--- src/rtl/wdt_pkg.sv ---
package wdt_pkg;
  localparam int CMD_W = 16;

  localparam logic [CMD_W-1:0] CMD_STOP   = 16'h3877;
  localparam logic [CMD_W-1:0] CMD_RESUME = 16'h4A4B;
  localparam logic [CMD_W-1:0] CMD_CLRIRQ = 16'h7482;
  localparam logic [CMD_W-1:0] CMD_OPEN   = 16'hAB00;
  localparam logic [CMD_W-1:0] CMD_CLOSE  = 16'hAB01;
  localparam logic [CMD_W-1:0] CMD_MAX    = 16'hDEAF;

  // control -> datapath strobes
  typedef struct packed {
    logic run;
    logic loadMax;
    logic loadCnt;
  } wdtStrobe_t;
endpackage

--- src/rtl/wdt_ctrl.sv ---
module wdt_ctrl
  import wdt_pkg::*;
#(
  parameter int ADDR_W   = 4,
  parameter int DATA_W   = 32,
  parameter int CTRL_OFF = 0,
  parameter int CNT_OFF  = 4
) (
  input  logic              clk,
  input  logic              rstN,
  input  logic              wrEn,
  input  logic [ADDR_W-1:0] wrAddr,
  input  logic [DATA_W-1:0] wrData,
  input  logic              hitZero,
  output wdtStrobe_t        strobe,
  output logic              irqFlag,
  output logic              resetReq
);
  localparam logic [ADDR_W-1:0] CTRL_A = ADDR_W'(CTRL_OFF);
  localparam logic [ADDR_W-1:0] CNT_A  = ADDR_W'(CNT_OFF);

  logic runQ, unlockedQ, irqQ, reqQ;
  logic isCtrl, isCnt, cmdOk;
  logic [CMD_W-1:0] cmd;
  logic doStop, doResume, doClr, doOpen, doClose, doMax;

  always_comb begin
    isCtrl   = wrEn && (wrAddr == CTRL_A);
    isCnt    = wrEn && (wrAddr == CNT_A);
    cmd      = wrData[CMD_W-1:0];
    cmdOk    = isCtrl && (wrData[DATA_W-1:CMD_W] == '0);
    doStop   = cmdOk && (cmd == CMD_STOP);
    doResume = cmdOk && (cmd == CMD_RESUME);
    doClr    = cmdOk && (cmd == CMD_CLRIRQ);
    doOpen   = cmdOk && (cmd == CMD_OPEN);
    doClose  = cmdOk && (cmd == CMD_CLOSE);
    doMax    = cmdOk && (cmd == CMD_MAX);
  end

  always_ff @(posedge clk or negedge rstN) begin
    if (!rstN) begin
      runQ      <= 1'b0;
      unlockedQ <= 1'b0;
      irqQ      <= 1'b0;
      reqQ      <= 1'b0;
    end else begin
      if (doStop)        runQ <= 1'b0;
      else if (doResume) runQ <= 1'b1;
      if (doOpen)        unlockedQ <= 1'b1;
      else if (doClose)  unlockedQ <= 1'b0;
      if (hitZero)       irqQ <= 1'b1;
      else if (doClr)    irqQ <= 1'b0;
      reqQ <= hitZero;
    end
  end

  always_comb begin
    strobe.run     = runQ;
    strobe.loadMax = doMax;
    strobe.loadCnt = isCnt && unlockedQ;
  end

  assign irqFlag  = irqQ;
  assign resetReq = reqQ;

  // request lasts a single clock
  a_r7_single_pulse: assert property (@(posedge clk) disable iff (!rstN)
    resetReq |=> !resetReq);
  // a request is always accompanied by the flag
  a_r7_req_sets_irq: assert property (@(posedge clk) disable iff (!rstN)
    resetReq |-> irqFlag);
  // clear without a coincident expiry drops the flag
  a_r8_clear: assert property (@(posedge clk) disable iff (!rstN)
    (doClr && !hitZero) |=> !irqFlag);
  // at most one load kind per cycle
  a_r9_one_load: assert property (@(posedge clk) disable iff (!rstN)
    $onehot0({strobe.loadMax, strobe.loadCnt}));
endmodule

--- src/rtl/wdt_counter.sv ---
module wdt_counter
  import wdt_pkg::*;
#(
  parameter int CNT_W = 20,
  parameter int VIS_W = 16
) (
  input  logic             clk,
  input  logic             rstN,
  input  logic             tickEn,
  input  wdtStrobe_t       strobe,
  input  logic [VIS_W-1:0] loadData,
  output logic [VIS_W-1:0] cntVis,
  output logic             hitZero
);
  localparam int HID_W = CNT_W - VIS_W;
  localparam logic [CNT_W-1:0] ONE = CNT_W'(1);

  logic [CNT_W-1:0] cntQ;
  logic [CNT_W-1:0] loadVal;
  logic anyLoad, step;

  generate
    if (HID_W > 0) begin : g_hidden
      assign loadVal = {loadData, {HID_W{1'b0}}};
    end else begin : g_flat
      assign loadVal = loadData;
    end
  endgenerate

  always_comb begin
    anyLoad = strobe.loadMax || strobe.loadCnt;
    step    = strobe.run && tickEn && (cntQ != '0) && !anyLoad;
    hitZero = step && (cntQ == ONE);
  end

  always_ff @(posedge clk or negedge rstN) begin
    if (!rstN)               cntQ <= '1;
    else if (strobe.loadMax) cntQ <= '1;
    else if (strobe.loadCnt) cntQ <= loadVal;
    else if (step)           cntQ <= cntQ - ONE;
  end

  assign cntVis = cntQ[CNT_W-1:HID_W];

  // never rises without a load
  a_r3_no_rise: assert property (@(posedge clk) disable iff (!rstN)
    !(strobe.loadMax || strobe.loadCnt) |=> cntQ <= $past(cntQ));
  // frozen while stopped
  a_r5_stopped_hold: assert property (@(posedge clk) disable iff (!rstN)
    (!strobe.run && !strobe.loadMax && !strobe.loadCnt) |=> $stable(cntQ));
  // holds at zero until reloaded
  a_r7_zero_hold: assert property (@(posedge clk) disable iff (!rstN)
    (cntQ == '0 && !strobe.loadMax && !strobe.loadCnt) |=> cntQ == '0);
  // hidden bits cleared by a count load
  a_r4_low_cleared: assert property (@(posedge clk) disable iff (!rstN)
    (strobe.loadCnt && !strobe.loadMax) |=> cntQ[HID_W-1:0] == '0);
  // full reload
  a_r6_full: assert property (@(posedge clk) disable iff (!rstN)
    strobe.loadMax |=> cntQ == '1);
endmodule

--- src/rtl/cmd_watchdog.sv ---
module cmd_watchdog
  import wdt_pkg::*;
#(
  parameter int ADDR_W   = 4,
  parameter int DATA_W   = 32,
  parameter int CNT_W    = 20,
  parameter int VIS_W    = 16,
  parameter int CTRL_OFF = 0,
  parameter int CNT_OFF  = 4
) (
  input  logic              clk,
  input  logic              rstN,
  input  logic              tickEn,
  input  logic              regWrEn,
  input  logic [ADDR_W-1:0] regAddr,
  input  logic [DATA_W-1:0] regWrData,
  output logic [DATA_W-1:0] regRdData,
  output logic              irqFlag,
  output logic              resetReq
);
  localparam logic [ADDR_W-1:0] CNT_A = ADDR_W'(CNT_OFF);

  wdtStrobe_t       strobe;
  logic             hitZero;
  logic [VIS_W-1:0] cntVis;

  wdt_ctrl #(
    .ADDR_W(ADDR_W), .DATA_W(DATA_W), .CTRL_OFF(CTRL_OFF), .CNT_OFF(CNT_OFF)
  ) u_ctrl (
    .clk(clk), .rstN(rstN), .wrEn(regWrEn), .wrAddr(regAddr),
    .wrData(regWrData), .hitZero(hitZero), .strobe(strobe),
    .irqFlag(irqFlag), .resetReq(resetReq)
  );

  wdt_counter #(.CNT_W(CNT_W), .VIS_W(VIS_W)) u_cnt (
    .clk(clk), .rstN(rstN), .tickEn(tickEn), .strobe(strobe),
    .loadData(regWrData[VIS_W-1:0]), .cntVis(cntVis), .hitZero(hitZero)
  );

  always_comb begin
    regRdData = '0;
    if (regAddr == CNT_A) regRdData[VIS_W-1:0] = cntVis;
  end
endmodule

--- config.mk ---
export PLATFORM = sky130hd
export DESIGN_NAME = cmd_watchdog
export DESIGN_NICKNAME = d
export VERILOG_FILES = /design/src/rtl/wdt_pkg.sv /design/src/rtl/wdt_ctrl.sv /design/src/rtl/wdt_counter.sv /design/src/rtl/cmd_watchdog.sv
export SDC_FILE = /design/constraint.sdc
export NUM_CORES = 1
export LEC_CHECK = 0
export ABC_AREA = 1
export ABC_CLOCK_PERIOD_IN_PS = 4000
export CAP_MARGIN = 25
export CORE_MARGIN = 2
export CORE_UTILIZATION = 35
export CTS_BUF_LIST = sky130_fd_sc_hd__clkbuf_4
export CTS_CLUSTER_SIZE = 12
export DETAILED_ROUTE_END_ITERATION = 8
export DONT_BUFFER_PORTS = 1
export PLACE_DENSITY = 0.58
export SYNTH_ARGS = -nofsm -noshare
export SYNTH_HDL_FRONTEND = slang
export SYNTH_SLANG_ARGS = --single-unit
--- constraint.sdc ---
create_clock -name clk -period 4 [get_ports clk]
set_clock_uncertainty 0.05 [all_clocks]
set_input_delay 1.2 -clock clk [delete_from_list [all_inputs] [get_ports clk]]
set_output_delay 1.2 -clock clk [all_outputs]
set_load 0.02 [all_outputs]
==> impl_metrics.toml, run 1 <==
[synthesis]
synthCells = 428
synth_cell_types = 30
yosysSeqAreaShare_pct = 24.9
synth_top_area_cell = "dfstp_2"
yosysWarnings = 0
yosysTopAreaCellShare_pct = 20.9
synth-seq-cells = 24
syn_avg_cell_area_um2 = 5.87
synthTopCellsByArea = "dfstp_2 (21%), nand2_1 (18%), nand3_1 (15%)"
syn-cell-area_um2 = 2510

[layout]
final_area_um2 = 2530
multi_input_area_um2 = 1570
seq_area_um2 = 626
syn_to_final_growth_pct = 0.748
nNetsFinal = 466
diodes = 0
drive_above_1_share_pct = 9.95
fill_cells = 804

[route]
postRouteAntennaNets = 0
totalWireLength_um = 7090
vias = 2561
routed_via_density = 4.94
wl_per_cell_um = 13.7
drtPass1Iterations = 4
route.detailed.drc = 0
drt-initial-drc-count = 154

[sta]
rsz0062_at_grt = "false"
setup_viol = 0
tightestPinTransition_ns = 0.524
hold_violations = 0
min_period_over_period_pct = 81.8
finalCriticalPeriod_ns = 3.27
slew_headroom_pct = 65.0
fmax_mhz = 306
setup_ws_ns = 0.728
tns_ns = 0
report.final.slew_viol_count = 0
whs_ns = 0.464

[global_route]
grt_pass1_wl_um = 12000
grt_pass1_vias = 2489
grt_use_total_pct = 19.5
grt_overflow = 0
grt_start_max_net_pins = 25
antenna_found_initial = 0

[setup_path]
rr_startpoint = "u_cnt.cntQ[0]$_DFFE_PN1P_"
cp-startpoint = "regAddr[1]"
critPathMaxFanout = 17
r2r_slack_ns = 2.03
required_ns = 2.75
rr_worst_depth = 9
worstPathArrival_ns = 2.02
crit_type = "in -> out"
end_kind = "primary output"
cp-start-kind = "primary input"

[power_and_ir_drop]
p_seq_share_pct = 60.3
p_per_area_nw_per_um2 = 160
fin_total_pwr_mw = 0.404
ir_drop_v = 0.0000872
power.switching_mw = 0.115
power.clock.fraction_pct = 30.1
swShare_pct = 28.4
combPwrFrac_pct = 9.5
p_leak_nw = 1.26
internal-power_mw = 0.290

[outcome]
status = "finished, final reports clean"

[clocking]
path_clk_slew_ns = 0.15
cts.path.max_buffers = 2
cts_setup_buffers = 0
cts.sinks = 24
cts_max_level = 1
cts_root_buffer = "clkbuf_4"
cts-resized-gates = 0
clkLatencyLatePin_ns = 0.33
cts_tree = "built"
cts_hold_buffers = 0
cts_buffers = 3

[floorplan]
io_pins = 74
core_area_um2 = 6870
start_util_pct = 36.6
dieArea_um2 = 7870
die_h_um = 88.7
num_rows = 30
die_w_um = 88.7

[min_path]
worstHoldStart = "u_cnt.cntQ[19]$_DFFE_PN1P_"
hold_class = "reg -> reg"
hold_depth = 2

[place]
hpwl_um = 5550
place_area_um2 = 2500
portBuffers = 0
dp_slack_ns = 0.710
place_congestion = 0.864

[run]
cap_violations = 0
## critical path: stages
cell and delay [ns]:
nor2_4 0.14, nand3b_4 0.25, nor2_1 0.43
## cells by family after synthesis
logic type / Yosys count / share of synthesized area [%]
flops: 24 / 24.9
xor+xnor: 3 / 1.05
simple gates: 313 / 55.6
other cells: 1 / 0.149
compound gates: 11 / 2.19
buf+inv: 73 / 14.6
fa+ha+maj: 3 / 1.49
## path summary, 6_finish.rpt
check,to
max reg2reg,u_ctrl.irqFlag$_DFFE_PN0P_
min in group asynchronous,u_ctrl.unlockedQ$_DFFE_PN0P_
max in group asynchronous,u_cnt.cntQ[0]$_DFFE_PN1P_
max,regRdData[1]
min,u_cnt.cntQ[19]$_DFFE_PN1P_
min reg2reg,u_cnt.cntQ[19]$_DFFE_PN1P_
## Yosys cell counts (all sizes together)
cell,n
nand2,122
nor2,95
nand3,74
inv,47
buf,25
dfstp,20
nor3,11
o21ai,10
nand4,6
dfrtp,4
ha,3
nand3b,2
nor4,2
xor2,2
a21oi,1
and2,1
clkbuf,1
conb,1
xnor2,1
## layout make-up
class                   count  area share, %
well taps                  96           4.75
inverters                  47           6.97
flip-flops and latches     24           24.7
clock buffers               3          0.890
multi-input cells         346           62.2
clock inverters             1          0.148
repair buffers              1          0.297
## placed cells by master (no fill, tap or decap)
cell type  instances
nand2_1          120
nor2_1            85
nand3_1           73
inv_1             44
dfstp_2           20
conb_1            16
nor3_1            10
o21ai_0            8
nor2_2             6
nand4_1            6
nor2_4             4
dfrtp_1            4
inv_2              3
ha_1               3
clkbuf_4           3
o21ai_1            2
xor2_1             2
nor4_1             2
nand3b_4           1
nand3_2            1
nor3_4             1
nand2_2            1
and2_0             1
nand2_4            1
xnor2_1            1
nand3b_1           1
a21oi_1            1
clkinv_1           1
buf_4              1
## layer usage
| layer | GRT usage [%] | routed length, um | up-vias |
|---|---|---|---|
| met5 | 0 | 0 | - |
| met4 | 3.72 | 20 | 0 |
| met3 | 2.80 | 558 | 3 |
| met2 | 32.0 | 3210 | 91 |
| met1 | 27.5 | 3290 | 1158 |
| li1 | - | - | 1309 |
## flip-flops by register name, indices dropped and copies added (netlist names)
name and cells:
u_cnt.cntQ 20, u_ctrl.irqFlag 1, u_ctrl.resetReq 1, u_ctrl.runQ 1, u_ctrl.unlockedQ 1
## stage by stage
stage / util [%] / cells
after detailed placement: 36.4 / 514
after global routing: 36.8 / 518
after global placement: 36.4 / 514
after floorplan: - / 443
final: 36.8 / 518
after CTS: 36.8 / 518
## power groups by stage
stage / Sequential, mW / Clock (mW) / Combinational (mW)
after floorplan: 0.247 / 0 / 0.0464
after global placement: 0.247 / 0 / 0.0378
after detailed placement: 0.247 / 0 / 0.0382
after CTS: 0.244 / 0.127 / 0.0382
after global routing: 0.244 / 0.137 / 0.0441
final: 0.244 / 0.122 / 0.0385
Power figures use the tool's default switching activity.
==> run 2, diff against run 1 <==
--- a/config.mk
+++ b/config.mk
@@ -6,7 +6,7 @@
 export NUM_CORES = 1
 export LEC_CHECK = 0
 export ABC_AREA = 1
-export ABC_CLOCK_PERIOD_IN_PS = 4000
+export ABC_CLOCK_PERIOD_IN_PS = 2900
 export CAP_MARGIN = 25
 export CORE_MARGIN = 2
 export CORE_UTILIZATION = 35
@@ -14,7 +14,7 @@
 export CTS_CLUSTER_SIZE = 12
 export DETAILED_ROUTE_END_ITERATION = 8
 export DONT_BUFFER_PORTS = 1
-export PLACE_DENSITY = 0.58
+export PLACE_DENSITY = 0.6
 export SYNTH_ARGS = -nofsm -noshare
 export SYNTH_HDL_FRONTEND = slang
 export SYNTH_SLANG_ARGS = --single-unit
==> constraint.sdc (replaced) <==
create_clock -name clk -period 2.9 [get_ports clk]
set_clock_uncertainty 0.05 [all_clocks]
set_input_delay 0.87 -clock clk [delete_from_list [all_inputs] [get_ports clk]]
set_output_delay 0.87 -clock clk [all_outputs]
set_load 0.02 [all_outputs]
==> run 2 against run 1 <==
Net effect:
- design area up 0.45%
- total power up 40%
- critical endpoint is now regRdData[0]
- sequential share of layout area down 0.11 points
- hold slack worse by 0.31 ns
- final cell count up 0.19%
- highest routed layer unchanged
==> impl_metrics.toml, run 2 (synthesis results as in run 1) <==
[place]
place_congestion = 0.951
hpwl_um = 5560
portBuffers = 0
dp_slack_ns = 0.215
place_area_um2 = 2510
dp.cells = 515

[layout]
nNetsFinal = 467
diodes = 0
max_flop_register = "u_cnt.cntQ"
syn_to_final_growth_pct = 1.20
fill_cells = 819
final_common_cell = "nand2_1"
final_cell_mix = "nand2_1 (120), nor2_1 (85), nand3_1 (73), inv_1 (44), dfstp_2 (20)"
instances_no_fill = 519
drive_above_1_share_pct = 10.4
largest_reg_flops = 20
final_area_um2 = 2540

[power_and_ir_drop]
ir_drop_v = 0.000118
p_per_area_nw_per_um2 = 223
p_leak_nw = 1.26

[run]
cap_violations = 0

[route]
postRouteAntennaNets = 0
totalWireLength_um = 7170
routed_via_density = 5.04
wl_per_cell_um = 13.8
vias = 2615
drt-initial-drc-count = 179
route.detailed.drc = 0
drtPass1Iterations = 5

[setup_path]
critPathMaxStageDelay_ns = 0.43
cpMaxStageDelayCell = "nor2_1"
critPathBufInv = 0
critPathMaxFanout = 17
worstPathArrival_ns = 1.69
required_ns = 1.98
cp-start-kind = "primary input"
cp_top_family = "simple AND/OR/NAND/NOR gates"
crit_type = "in -> out"
cp_cell_sequence = "nor2_4 -> nand3b_4 -> nor2_1"
end_kind = "primary output"

[global_route]
grt_pass1_wl_um = 12000
antenna_found_initial = 0
grt_overflow = 0
grt_start_max_net_pins = 25
grt_use_total_pct = 19.7
grt_pass1_vias = 2490

[sta]
setup_viol = 0
hold_violations = 0
min_period_over_period_pct = 89.9
fmax_mhz = 384
setup_ws_ns = 0.294
slew_headroom_pct = 36.3
rsz0062_at_grt = "false"
report.final.slew_viol_count = 0
tns_ns = 0
finalCriticalPeriod_ns = 2.61
tightestPinTransition_ns = 0.954

[clocking]
cts_buffers = 3
cts_root_buffer = "clkbuf_4"
cts_hold_buffers = 0
cts_setup_buffers = 0
cts_max_level = 1
cts.sinks = 24
cts_tree = "built"
cts.path.max_buffers = 2
cts-resized-gates = 0
path_clk_slew_ns = 0.15
clkLatencyLatePin_ns = 0.33

[floorplan]
dieArea_um2 = 7870
die_h_um = 88.7
io_pins = 74
core_area_um2 = 6870
die_w_um = 88.7
num_rows = 30
start_util_pct = 36.6

[min_path]
hold_class = "in -> async"

[outcome]
status = "finished, final reports clean"
## run 2: cell count changes in the layout (fill, tap and decap cells not counted), sizes merged
cell | previous run | this run
clkinv | 1 | 0
buf | 1 | 2
clkbuf | 3 | 4
## run 2: power breakdown
group	internal, mW	switching (mW)
registers	0.336	0.000000000858
clock network	0.0633	0.114
logic	0.0124	0.0409
total	0.412	0.155
## run 2: layout make-up
cell class | count | area, um^2 | share of cell area, %
Sequential cell | 24 | 626 | 24.6
Inverter | 47 | 176 | 6.94
Tap cell | 96 | 120 | 4.73
Clock buffer | 4 | 30.0 | 1.18
Timing Repair Buffer | 2 | 15.0 | 0.591
Multi-Input combinational cell | 346 | 1570 | 61.9
## run 2: layer usage
metal | global-route usage (%) | wire [um]
met2 | 30.9 | 3210
met3 | 3.92 | 522
met1 | 27.8 | 3340
met4 | 4.68 | 96
met5 | 0 | 0
## run 2: metrics by stage
stage,utilization (%),power [mW],hold slack [ns]
6_report,37.0,0.567,0.155
5_1_grt,37.0,0.596,0.129
3_3_place_gp,36.6,0.394,0.439
4_1_cts,37.0,0.576,0.143
3_5_place_dp,36.6,0.394,0.445
2_1_floorplan,-,0.405,0.413
## run 2: path summary, 6_finish.rpt
check | to | slack (ns) | cells past startpoint | from
setup / recovery | regRdData[0] | 0.29 | 3 | regAddr[1]
hold / removal | u_ctrl.unlockedQ$_DFFE_PN0P_ | 0.15 | 0 | rstN
setup reg to reg | u_cnt.cntQ[15]$_DFFE_PN1P_ | 0.94 | 6 | u_ctrl.unlockedQ$_DFFE_PN0P_
hold reg to reg | u_cnt.cntQ[19]$_DFFE_PN1P_ | 0.47 | 2 | u_cnt.cntQ[19]$_DFFE_PN1P_
max in group asynchronous | u_cnt.cntQ[4]$_DFFE_PN1P_ | 2.47 | 0 | rstN
min in group clk | u_cnt.cntQ[19]$_DFFE_PN1P_ | 0.47 | 2 | u_cnt.cntQ[19]$_DFFE_PN1P_
